### src/rtl/cmd_rx_buffer.sv
module cmd_rx_buffer #(
  parameter int DEPTH       = 256,
  parameter int LOW_FREE    = 50,
  parameter int TICK_DIV    = 250000,
  parameter int SHORT_TICKS = 5000,
  parameter int LONG_TICKS  = 60000,
  localparam int AW = (DEPTH > 1) ? $clog2(DEPTH) : 1,
  localparam int CW = $clog2(DEPTH + 1),
  localparam int PW = $clog2(TICK_DIV + 1),
  localparam int IW = $clog2(LONG_TICKS + 1)
) (
  input  logic          clk,
  input  logic          rst_n,
  input  logic          rx_valid,
  input  logic [7:0]    rx_data,
  input  logic          pop,
  output logic          pop_valid,
  output logic [7:0]    pop_data,
  output logic [CW-1:0] count,
  output logic          low_space,
  output logic          overflow,
  output logic          resync,
  output logic          idle_req
);

  localparam logic [CW-1:0] FULL_MARK = CW'(DEPTH);
  localparam logic [CW-1:0] LOW_MARK  = CW'(DEPTH - LOW_FREE);
  localparam logic [AW-1:0] LAST_SLOT = AW'(DEPTH - 1);

  logic [7:0]    mem [DEPTH];
  logic [AW-1:0] wr_ptr, rd_ptr;
  logic [CW-1:0] fill;
  logic [PW-1:0] pre;
  logic [IW-1:0] quiet;

  wire full    = fill == FULL_MARK;
  wire empty   = fill == '0;
  wire do_push = rx_valid && !full;
  wire do_pop  = pop && !empty;
  wire tick    = pre == PW'(TICK_DIV - 1);

  assign pop_valid = !empty;
  assign pop_data  = mem[rd_ptr];
  assign count     = fill;
  assign low_space = fill > LOW_MARK;

  always_ff @(posedge clk)
    if (do_push) mem[wr_ptr] <= rx_data;

  always_ff @(posedge clk or negedge rst_n) begin
    if (!rst_n) begin
      wr_ptr   <= '0;
      rd_ptr   <= '0;
      fill     <= '0;
      overflow <= 1'b0;
    end else begin
      if (do_push) wr_ptr <= (wr_ptr == LAST_SLOT) ? '0 : wr_ptr + 1'b1;
      if (do_pop)  rd_ptr <= (rd_ptr == LAST_SLOT) ? '0 : rd_ptr + 1'b1;
      fill <= fill + CW'(do_push) - CW'(do_pop);
      if (rx_valid && full) overflow <= 1'b1;
    end
  end

  always_ff @(posedge clk or negedge rst_n) begin
    if (!rst_n) begin
      pre      <= '0;
      quiet    <= '0;
      resync   <= 1'b0;
      idle_req <= 1'b0;
    end else if (rx_valid) begin
      pre      <= '0;
      quiet    <= '0;
      resync   <= 1'b0;
      idle_req <= 1'b0;
    end else begin
      pre    <= tick ? '0 : pre + 1'b1;
      resync <= tick && (quiet == IW'(SHORT_TICKS - 1));
      if (tick && quiet != IW'(LONG_TICKS)) quiet <= quiet + 1'b1;
      if (tick && quiet == IW'(LONG_TICKS - 1)) idle_req <= 1'b1;
    end
  end

endmodule


### config.mk
export PLATFORM = sky130hd
export DESIGN_NAME = cmd_rx_buffer
export DESIGN_NICKNAME = d
export VERILOG_FILES = /design/src/rtl/cmd_rx_buffer.sv
export SDC_FILE = /design/constraint.sdc
export NUM_CORES = 2
export LEC_CHECK = 0
export CAP_MARGIN = 20
export CORE_MARGIN = 2
export CORE_UTILIZATION = 56
export CTS_BUF_LIST = sky130_fd_sc_hd__clkbuf_2 sky130_fd_sc_hd__clkbuf_4 sky130_fd_sc_hd__clkbuf_8
export CTS_CLUSTER_SIZE = 16
export DETAILED_ROUTE_END_ITERATION = 10
export GPL_TIMING_DRIVEN = 0
export PLACE_DENSITY = 0.72
export SKIP_LAST_GASP = 1
export SLEW_MARGIN = 20
export SYNTH_ARGS = -nofsm -noshare
export SYNTH_HDL_FRONTEND = slang
export SYNTH_SLANG_ARGS = --single-unit
### constraint.sdc
create_clock -name clk -period 7.53 [get_ports clk]
set_input_delay 1.506 -clock clk [delete_from_list [all_inputs] [get_ports clk]]
set_output_delay 1.506 -clock clk [all_outputs]
set_load 0.05 [all_outputs]
==> out/metrics.yaml <==
outcome:
  status: "finished, violations left"
  violations: "max-capacitance violations, max-slew violations, negative setup slack"
setup_path:
  worstPathArrival_ns: 6.37
  path_class: "reg -> out"
  crit_path_end_kind: "output port"
  critPathTopFamily: "buffers and inverters"
  timing.rr.start: "count[2]"
  cp_cell_sequence: "buf_6 > buf_12 > buf_8 > nor2b_1 > clkbuf_1 > a221oi_1 > o221ai_1 > a32o_1 > o311ai_1 > a32o_1 > clkdlybuf4s50_1"
  cp-start-kind: "flop"
  reg2regPathDepth: 9
  cp.required_ns: 6.02
  r2r_end: "mem[168][6]"
  crit_fanout: 10
  slowest_delay_ns: 0.96
  rrSetupSlack_ns: 2.83
  cpMaxStageDelayCell: "clkbuf_1"
  crit_top_cell: "a32o_1"
  critPathBufInv: 5
routing:
  ant_nets: 0
  via_count: 50629
  drt_iter0_markers: 11452
  route.detailed.drc: 0
  finalWirelength_um: 313300
  vias_per_cell: 7.539
  routedWlPerCell_um: 46.64
  first_pass_iters: 8
synth:
  avgSynthCellArea_um2: 20.14
  synth_most_common_cell: "edfxtp_1"
  ys_top_cells_by_area: "edfxtp_1, mux4_2, mux2i_1"
  synth.largest_area_cell: "edfxtp_1"
  synth_edf_count: 2048
  async_flop_share_pct: 2.938
  ys.flop_type: "edfxtp_1"
  ys_seq_area_share_pct: 75.99
  synth_cells: 4120
  synth_nets: 4159
  netlist_area_um2: 82970
  synth_top_area_share_pct: 74.12
  ys.warnings.count: 0
  ys_ff_latch: 2110
  synth_commonest_cells: "edfxtp_1, mux4_2, nor2_1"
  yosysUniqueCellTypes: 80
timing:
  slew_viol_final: 5
  holdWs_ns: 0.3787
  worstMarginPinSlew_ns: 1.500
  fmaxAchievable_ghz: 0.1270
  max_slew_margin_pct: -0.2172
  setup_slack_ns: -0.3416
  hold_viol_final: 0
  finalSetupViolations: 7
  min_period_ns: 7.872
  fin_skew_ns: 0.1147
  final.period_utilization_pct: 104.5
  rsz0062_at_grt: "false"
clocking:
  clock-root-buffer: "clkbuf_8"
  cts_buffers: 345
  cts_resized: 52
  clk_latency_ns: 1.12
  postCtsSetupRepairBufs: 0
  cts.path.max_buffers: 4
  clk_pin_slew_ns: 0.06
  cts_tree: "built"
  ctsHoldBuffers: 0
  htreeDepth: 5
  clkSinkCount: 2110
floorplan:
  initial_utilization_pct: 56.25
  ios: 34
  die_w_um: 388.9
  core-area_um2: 147500
  die_h_um: 388.9
  die-area_um2: 151300
  rows: 141
global_routing:
  grt_antenna_before_repair: 30
  grt_pass1_wl_um: 411000
  grt_max_degree: 135
  grt_use_total_pct: 41.61
  grt_remaining_overflow: 0
  grt_pass1_vias: 46937
finish:
  drive_gt1_share_pct: 25.64
  syn2layout_area_growth_pct: 12.21
  final_nets: 4563
placed_design:
  dp_hpwl_um: 194500
  io_buffers: 32
  gp_congestion: 1.058
power_and_ir_drop:
  power_density_nw_per_um2: 387.0
  total_power_mw: 36.03
  power_leakage_nw: 29.90
  ir_worst_vdd_mv: 0.3928
hold_path:
  hold_class: "in -> async"
job:
  drv_cap: 1
==> logic make-up (layout without fill, tap and decap cells) <==
kind of cell	count (synthesis)	after routing	share of synthesized area [%]
fa+ha+maj	27	27	0.4162
xor+xnor	45	45	0.4750
other cells	0	27	0
buf+inv	272	911	1.951
flops	2110	2110	75.99
compound gates	432	432	3.672
mux	639	639	14.33
simple gates	595	595	3.159
==> power by group <==
part	switching, mW	leakage, nW	internal (mW)	total, mW
sequential	0.0995	19.2	13.0	13.1
clock	4.58	3.40	5.13	9.71
combinational	9.78	7.29	3.41	13.2
==> worst register-to-register path, stage by stage, from the launching register on <==
cell      delay [ns]
dfrtp_1         0.43
inv_1           0.09
ha_1            0.20
nor4bb_1        0.18
a31oi_1         0.39
inv_1           0.22
nor3b_1         0.43
nand2_1         0.51
clkbuf_2        0.74
nor2_1          1.13
==> registers in the layout, summed over array words and instances, names as in the netlist <==
name      cells
count         9
wr_ptr        8
mem        2048
rd_ptr        8
resync        1
overflow      1
idle_req      1
quiet        16
pre          18
==> stage by stage <==
stage                     cell area (um^2)  utilization, %  std cells  setup WS, ns  TNS [ns]
after floorplan                      82970               -       4120         2.941         0
after global placement               85700           58.11       6082        -2.750  -4913.39
after detailed placement             86420           58.59       6105        0.2005         0
after CTS                            92970           63.04       6687      -0.06141  -0.06141
after global routing                 93040           63.08       6691      0.008717         0
final                                93100           63.12       6716       -0.3416    -1.349
==> area by class of cell <==
| class | instances | area (um^2) |
|---|---|---|
| fill | 10105 | 54390 |
| clock buffer | 465 | 5718 |
| multi-input combinational | 1738 | 18400 |
| sequential | 2110 | 63050 |
| buffer | 244 | 1702 |
| timing repair buffer | 57 | 960.9 |
| inverter | 28 | 105.1 |
| tap | 1930 | 2415 |
| antenna | 27 | 67.56 |
| clock inverter | 117 | 683.2 |
==> worst max path at each step <==
stage,endpoint,slack (ns),from,depth (start not counted)
2_1_floorplan,pop_data[4],2.94,rd_ptr[0],11
3_3_place_gp,mem[204][7],-2.75,rx_data[7],1
3_5_place_dp,pop_data[1],0.20,rd_ptr[2],11
4_1_cts,pop_data[1],-0.06,rd_ptr[2],10
5_1_grt,pop_data[6],0.009,rd_ptr[4],9
6_report,pop_data[7],-0.34,rd_ptr[0],11
==> layout by cell type, fill, tap and decap left out, types with 24 or more instances in the layout <==
cell type  synthesis  routed
a211oi_1          24      24
a21oi_1           72      71
a221oi_1          54      54
a22oi_1           89      89
buf_2             54      29
buf_4             48      65
buf_6             32      42
clkbuf_1          97      38
clkbuf_2           0      55
clkbuf_4           0     117
clkbuf_8           0     356
clkinv_1           1      76
clkinv_2           0      30
dfrtp_1           62      62
diode_2            0      27
edfxtp_1        2048    2048
ha_1              26      26
inv_1             26      26
mux2i_1          189     189
mux4_2           438     438
nand2_1          117     117
nand3_1           47      46
nor2_1           330     326
o21ai_0           52      49
==> metal layers <==
metal	global-route usage, %	share of wire [%]	vias up
met3	23.50	19	1369
met1	51.55	32	25601
met2	54.81	40	5778
li1	-	-	17859
met5	0	0.054	-
met4	29.53	8.9	22
No activity file was read; power rests on OpenSTA's default activity.
